<file path="config.mk">
export PLATFORM = sky130hd
export DESIGN_NAME = gpio_bank_regs
export DESIGN_NICKNAME = d
export VERILOG_FILES = /design/src/rtl/gpio_bank_pkg.sv /design/src/rtl/gpio_in_sync.sv /design/src/rtl/gpio_mask_out.sv /design/src/rtl/gpio_dir_ctrl.sv /design/src/rtl/gpio_bank_regs.sv
export SDC_FILE = /design/constraint.sdc
export NUM_CORES = 1
export LEC_CHECK = 0
export ABC_AREA = 0
export CAP_MARGIN = 20
export CORE_AREA = 2 2 130 132
export CTS_BUF_LIST = sky130_fd_sc_hd__clkbuf_4 sky130_fd_sc_hd__clkbuf_8
export DETAILED_ROUTE_END_ITERATION = 16
export DIE_AREA = 0 0 132 134
export GPL_TIMING_DRIVEN = 1
export PLACE_DENSITY = 0.79
export SYNTH_ARGS = -nofsm -noshare
export SYNTH_HDL_FRONTEND = slang
export SYNTH_HIERARCHICAL = 1
export SYNTH_SLANG_ARGS = --single-unit
</file>
<file path="constraint.sdc">
create_clock -name clk -period 1.6 [get_ports clk]
set_input_delay 0.16 -clock clk [delete_from_list [all_inputs] [get_ports clk]]
set_output_delay 0.16 -clock clk [all_outputs]
set_load 0.005 [all_outputs]
</file>
<file path="src/rtl/gpio_bank_pkg.sv">
package gpio_bank_pkg;
  localparam int unsigned LO_BASE   = 'h000;
  localparam int unsigned LO_STRIDE = 8;
  localparam int unsigned HI_BASE   = 'h004;
  localparam int unsigned IN_BASE   = 'h060;
  localparam int unsigned IN_STRIDE = 4;
  localparam int unsigned DIR_BASE  = 'h204;
  localparam int unsigned OEN_BASE  = 'h208;
  localparam int unsigned CTL_STRIDE = 'h40;

  typedef struct packed {
    logic lo;
    logic hi;
    logic dir;
    logic oen;
  } wr_sel_t;
endpackage

</file>
<file path="src/rtl/gpio_in_sync.sv">
module gpio_in_sync #(
  parameter int unsigned W      = 32,
  parameter int unsigned NSTAGE = 2
) (
  input  logic         clk,
  input  logic         rst_n,
  input  logic [W-1:0] din,
  output logic [W-1:0] dout
);
  logic [W-1:0] stg_q [NSTAGE];

  always_ff @(posedge clk or negedge rst_n) begin
    if (!rst_n) begin
      for (int i = 0; i < NSTAGE; i++) stg_q[i] <= '0;
    end else begin
      stg_q[0] <= din;
      for (int i = 1; i < NSTAGE; i++) stg_q[i] <= stg_q[i-1];
    end
  end

  assign dout = stg_q[NSTAGE-1];

  generate
    if (NSTAGE == 2) begin : g_chk
      logic [1:0] warm_q;
      always_ff @(posedge clk or negedge rst_n) begin
        if (!rst_n)           warm_q <= '0;
        else if (warm_q != 2) warm_q <= warm_q + 2'd1;
      end

      sync_lat_chk: assert property (@(posedge clk) disable iff (!rst_n)
        (warm_q == 2) |-> (dout == $past(din, 2)));
    end
  endgenerate
endmodule

</file>
<file path="src/rtl/gpio_mask_out.sv">
module gpio_mask_out #(
  parameter int unsigned HALF = 16
) (
  input  logic            clk,
  input  logic            rst_n,
  input  logic            wr_lo,
  input  logic            wr_hi,
  input  logic [2*HALF-1:0] wdata,
  output logic [2*HALF-1:0] out_q
);
  localparam int unsigned W = 2 * HALF;

  logic [HALF-1:0] msk, dat;
  logic [W-1:0]    out_nxt;
  logic            out_en;

  assign msk    = wdata[W-1:HALF];
  assign dat    = wdata[HALF-1:0];
  assign out_en = wr_lo | wr_hi;

  always_comb begin
    out_nxt = out_q;
    if (wr_lo) out_nxt[HALF-1:0] = (out_q[HALF-1:0] & msk) | (dat & ~msk);
    if (wr_hi) out_nxt[W-1:HALF] = (out_q[W-1:HALF] & msk) | (dat & ~msk);
  end

  always_ff @(posedge clk or negedge rst_n) begin
    if (!rst_n)      out_q <= '0;
    else if (out_en) out_q <= out_nxt;
  end


  lo_mask_keep_chk: assert property (@(posedge clk) disable iff (!rst_n)
    wr_lo |=> ((out_q[HALF-1:0] & $past(msk)) == ($past(out_q[HALF-1:0]) & $past(msk))));

  hi_spares_lo_chk: assert property (@(posedge clk) disable iff (!rst_n)
    (wr_hi && !wr_lo) |=> (out_q[HALF-1:0] == $past(out_q[HALF-1:0])));
endmodule

</file>
<file path="src/rtl/gpio_dir_ctrl.sv">
module gpio_dir_ctrl #(
  parameter int unsigned W       = 32,
  parameter bit          LOCK_EN = 1'b1,
  parameter int unsigned LOCK_A  = 7,
  parameter int unsigned LOCK_B  = 8
) (
  input  logic         clk,
  input  logic         rst_n,
  input  logic         wr_dir,
  input  logic         wr_oen,
  input  logic [W-1:0] wdata,
  output logic [W-1:0] dir_q,
  output logic [W-1:0] oen_q
);
  localparam logic [W-1:0] LK = LOCK_EN ?
    ((W'(1) << LOCK_A) | (W'(1) << LOCK_B)) : '0;

  logic [W-1:0] dir_nxt, oen_nxt;

  always_comb begin
    dir_nxt = wdata | (dir_q & LK);
    oen_nxt = wdata;
  end

  always_ff @(posedge clk or negedge rst_n) begin
    if (!rst_n)      dir_q <= '0;
    else if (wr_dir) dir_q <= dir_nxt;
  end

  always_ff @(posedge clk or negedge rst_n) begin
    if (!rst_n)      oen_q <= '0;
    else if (wr_oen) oen_q <= oen_nxt;
  end


  dir_lock_hold_chk: assert property (@(posedge clk) disable iff (!rst_n)
    ((dir_q & LK) != '0) |=> ((dir_q & $past(dir_q) & LK) == ($past(dir_q) & LK)));
endmodule

</file>
<file path="src/rtl/gpio_bank_regs.sv">
module gpio_bank_regs
  import gpio_bank_pkg::*;
#(
  parameter int unsigned BANK    = 0,
  parameter int unsigned ADDR_W  = 12,
  parameter int unsigned DATA_W  = 32,
  parameter int unsigned NSYNC   = 2,
  parameter bit          LOCK_EN = 1'b1
) (
  input  logic              clk,
  input  logic              rst_n,
  input  logic [ADDR_W-1:0] bus_addr,
  input  logic              bus_wr,
  input  logic [DATA_W-1:0] bus_wdata,
  output logic [DATA_W-1:0] bus_rdata,
  input  logic [DATA_W-1:0] pad_in,
  output logic [DATA_W-1:0] pad_out,
  output logic [DATA_W-1:0] pad_oe
);
  localparam int unsigned HALF   = DATA_W / 2;
  localparam int unsigned WA     = ADDR_W - 2;
  localparam logic [WA-1:0] A_LO  = WA'((LO_BASE  + LO_STRIDE  * BANK) >> 2);
  localparam logic [WA-1:0] A_HI  = WA'((HI_BASE  + LO_STRIDE  * BANK) >> 2);
  localparam logic [WA-1:0] A_IN  = WA'((IN_BASE  + IN_STRIDE  * BANK) >> 2);
  localparam logic [WA-1:0] A_DIR = WA'((DIR_BASE + CTL_STRIDE * BANK) >> 2);
  localparam logic [WA-1:0] A_OEN = WA'((OEN_BASE + CTL_STRIDE * BANK) >> 2);

  logic [WA-1:0]     waddr;
  wr_sel_t           sel;
  logic [DATA_W-1:0] dir_q, oen_q, in_s;

  assign waddr = bus_addr[ADDR_W-1:2];

  always_comb begin
    sel.lo  = bus_wr && (waddr == A_LO);
    sel.hi  = bus_wr && (waddr == A_HI);
    sel.dir = bus_wr && (waddr == A_DIR);
    sel.oen = bus_wr && (waddr == A_OEN);
  end

  gpio_mask_out #(.HALF(HALF)) u_out (
    .clk(clk), .rst_n(rst_n), .wr_lo(sel.lo), .wr_hi(sel.hi),
    .wdata(bus_wdata), .out_q(pad_out));

  gpio_dir_ctrl #(.W(DATA_W), .LOCK_EN(LOCK_EN)) u_ctl (
    .clk(clk), .rst_n(rst_n), .wr_dir(sel.dir), .wr_oen(sel.oen),
    .wdata(bus_wdata), .dir_q(dir_q), .oen_q(oen_q));

  gpio_in_sync #(.W(DATA_W), .NSTAGE(NSYNC)) u_sync (
    .clk(clk), .rst_n(rst_n), .din(pad_in), .dout(in_s));

  assign pad_oe = dir_q & oen_q;

  always_comb begin
    bus_rdata = '0;
    if      (waddr == A_IN)  bus_rdata = in_s;
    else if (waddr == A_DIR) bus_rdata = dir_q;
    else if (waddr == A_OEN) bus_rdata = oen_q;
  end


  oe_needs_dir_chk: assert property (@(posedge clk) disable iff (!rst_n)
    (sel.dir && bus_wdata == '0 && !LOCK_EN) |=> (pad_oe == '0));
endmodule

</file>
==> qor.csv <==
stage,metric,value,unit
outcome,outcome,"finished, violations left",
outcome,failing checks,setup timing,
setup_path,"Max FO, Critical Path",8,
final_layout,n_diodes,0,
yosys,dominant cells by area after synthesis,"dfrtp_1 53%, mux2_4 14%, and2_1 5.3%",
power,Design Power,7.90,mW
grt,vias in the first global route,6542,
setup_path,worst r2r path cells,2,
detailed_routing,WL final,23900,microns
yosys,Yosys reg bits,160,
grt,largest net degree at the start of global routing,93,
setup_path,r2r setup slk,0.67,ns
yosys,Synth Flop Type,dfrtp_1,
clocking,Inserted Clock Buffers,17,
sta,setup tns final,-11.89,ns
setup_path,required time of the critical path,1.44,ns
yosys,"count leader, synth",dfrtp_1,
detailed_routing,via count,5899,
clocking,TritonCTS clock tree,done,
sta,Slew headroom,62.6,%
die,row count,47,
yosys,async set or reset register ratio after synthesis,100,%
final_layout,fin util,70.3,%
clocking,Clock Latency Late Sink,0.46,ns
die,DIE AREA,17700,sq um
yosys,Synth area leader,dfrtp_1,
worst_hold_path,hold path endpoint,u_sync/stg_q[54]$_DFF_PN0_,
final_layout,fin cells,1057,
power,"IR drop worst, VDD",0.000511,V
yosys,Synth cell types,29,
sta,Setup Skew,0.00701,ns
yosys,sequential-to-total area share from yosys stat,53.2,%
sta,count of pins over their slew limit,0,
clocking,CTS H-tree lvls,4,
clocking,maximum clock path buffer count,2,
detailed_routing,drt via density,5.58,
sta,RSZ-0062 raised after global routing,true,
placement,IO Port Bufs,172,
setup_path,Setup CP Type,primary input to output port,
grt,first-pass GRT wire length,36800,microns
clocking,clk sink count,160,
setup_path,crit path launch type,primary input,
detailed_routing,mean routed wirelength per cell,22.6,microns
worst_hold_path,HP Class,primary input to flop,
final_layout,Fill cells,1093,
setup_path,worst endpoint data arrival time,1.85,ns
yosys,Synth Warn #,6,
setup_path,Worst setup EP type,output port,
setup_path,reg-to-reg startpoint,u_ctl/dir_q[25]$_DFFE_PN0P_,
worst_hold_path,WHS Path Cells,1,
sta,max frequency,498,MHz
sta,worst slew pin tran,0.561,ns
yosys,top-area cell type share of the netlist area,53.2,%
placement,RD Place Congestion,0.846,
setup_path,FF-to-FF End,u_ctl/dir_q[25]$_DFFE_PN0P_,
grt,initial antenna violation count,0,
sta,final cycle utilization of the critical path,125,%
final_layout,Synth-to-Final Area Change,52.1,%
yosys,Post-synth EDFFs,0,
final_layout,layout cells sized above 1,46.6,%
detailed_routing,DRC viols,0,
power,cell area power density,690,nW/um^2
sta,final hold viol count,0,
die,die width,132,microns
placement,placed instance area,10000,sq um
grt,aggregate global routing overflow,0,
sta,Final WS setup,-0.407,ns
yosys,Post-Synthesis Cell Area,7530,sq um
die,Initial Util,46.2,%
die,Die Y,134,microns
grt,Tot GR Track Use,27.4,%
die,io pins,175,
detailed_routing,Final ANT Viol Nets,0,
yosys,Avg Inst Size Synth,13.0,sq um
detailed_routing,drt first pass iters,5,
final_layout,Nets,903,
yosys,Mapped Cells,580,
worst_hold_path,hold_sp,pad_in[22],
final_layout,Final Cell Area,11400,sq um
placement,DP HPWL,14500,microns
placement,# placed instances,954,
sta,min cycle time layout,2.01,ns
flow_run,max_cap viols,0,
yosys,syn_nets,659,
power,P_leak,5.16,nW
clocking,CTS clock-pin slew for the worst setup and hold paths,0.10,ns
yosys,Commonest cells post-synth,"160 x dfrtp_1, 72 x mux2_4, 64 x and2_1, 64 x nand4_1, 35 x clkbuf_1",
die,Core Area,16300,sq um
detailed_routing,DRC marker count from the first detailed-route iteration,383,
clocking,clock root buffer,clkbuf_8,
sta,final setup fails,58,
==> area by class of cell <==
cell class | instances | area, sq um | share of cell area [%]
multi-input cells | 339 | 3680 | 32.2
clock inverters | 15 | 165 | 1.44
well taps | 220 | 275 | 2.40
flip-flops and latches | 160 | 4000 | 35.0
clock buffers | 17 | 234 | 2.04
repair buffers | 306 | 3080 | 26.9
==> cells in the final DEF, fill, tap and decap left out, types with 4 or more instances in the layout <==
cell and n:
dfrtp_1 160, clkdlybuf4s50_1 96, mux2_4 82, buf_4 76
nand4_1 64, and2_1 58, buf_2 35, dlygate4sd2_1 32
buf_6 25, buf_12 25, a31oi_4 24, nor4_2 17
clkbuf_8 17, nand2b_1 14, nor4_1 13, mux2_2 12
a31oi_2 8, nor2b_4 7, and2b_4 7, and2_4 6
buf_16 6, inv_8 5, buf_8 5, nor2_4 4
inv_6 4
==> power by group <==
| group | switching [mW] | internal, mW | leakage (nW) |
|---|---|---|---|
| registers | 0.0527 | 4.15 | 2.08 |
| logic | 0.362 | 0.373 | 2.87 |
| clock network | 1.77 | 1.18 | 0.200 |
| total | 2.19 | 5.71 | 5.16 |
==> routing by layer <==
metal	global-route usage, %	share of wire, %	vias up
li1	-	-	2557
met3	6.61	5.5	40
met4	12.0	2.3	0
met5	0	0	-
met1	33.7	41	3042
met2	46.4	52	260
==> critical path, stage by stage <==
cell and delay (ns):
buf_6 0.09, or4_4 0.53, or3_4 0.45, buf_12 0.17, buf_8 0.13, a31oi_4 0.15
buf_2 0.15
==> timing repair <==
action | in CTS | in global routing
hold endpoints to repair | 160 | 0
setup buffers | 58 | 10
hold buffers | 1 | 0
gates cloned | 9 | 2
pin swaps | 14 | 7
endpoints found under the setup margin | 160 | 117
gates resized for setup | 268 | 43
==> worst max path at each step <==
stage	from	endpoint	slack, ns	depth (start not counted)
after floorplan	bus_addr[9]	bus_rdata[11]	-0.14	6
after global placement	bus_addr[9]	bus_rdata[5]	-1.18	6
after detailed placement	bus_addr[9]	bus_rdata[8]	-1.18	6
after CTS	bus_addr[2]	bus_rdata[11]	-0.50	8
after global routing	bus_addr[4]	bus_rdata[28]	-0.44	7
final	bus_addr[4]	bus_rdata[11]	-0.41	7
==> cells by family (layout without fill, tap and decap cells) <==
kind of cell	Yosys count	in the layout	synth area share, %
multiplexers	94	94	17.7
buffers and inverters	81	338	7.65
AND/OR/NAND/NOR	211	211	18.7
flip-flops	160	160	53.2
AO/OA/AOI/OAI	34	34	2.86
==> metrics by stage <==
stage | hold slack [ns] | setup WS, ns
floorplan | -0.136 | -0.135
global placement | 0.191 | -1.18
detailed placement | 0.199 | -1.18
CTS | 0.0980 | -0.500
global route | 0.0954 | -0.441
finish | 0.125 | -0.407
(Power assumes the default switching activity.)
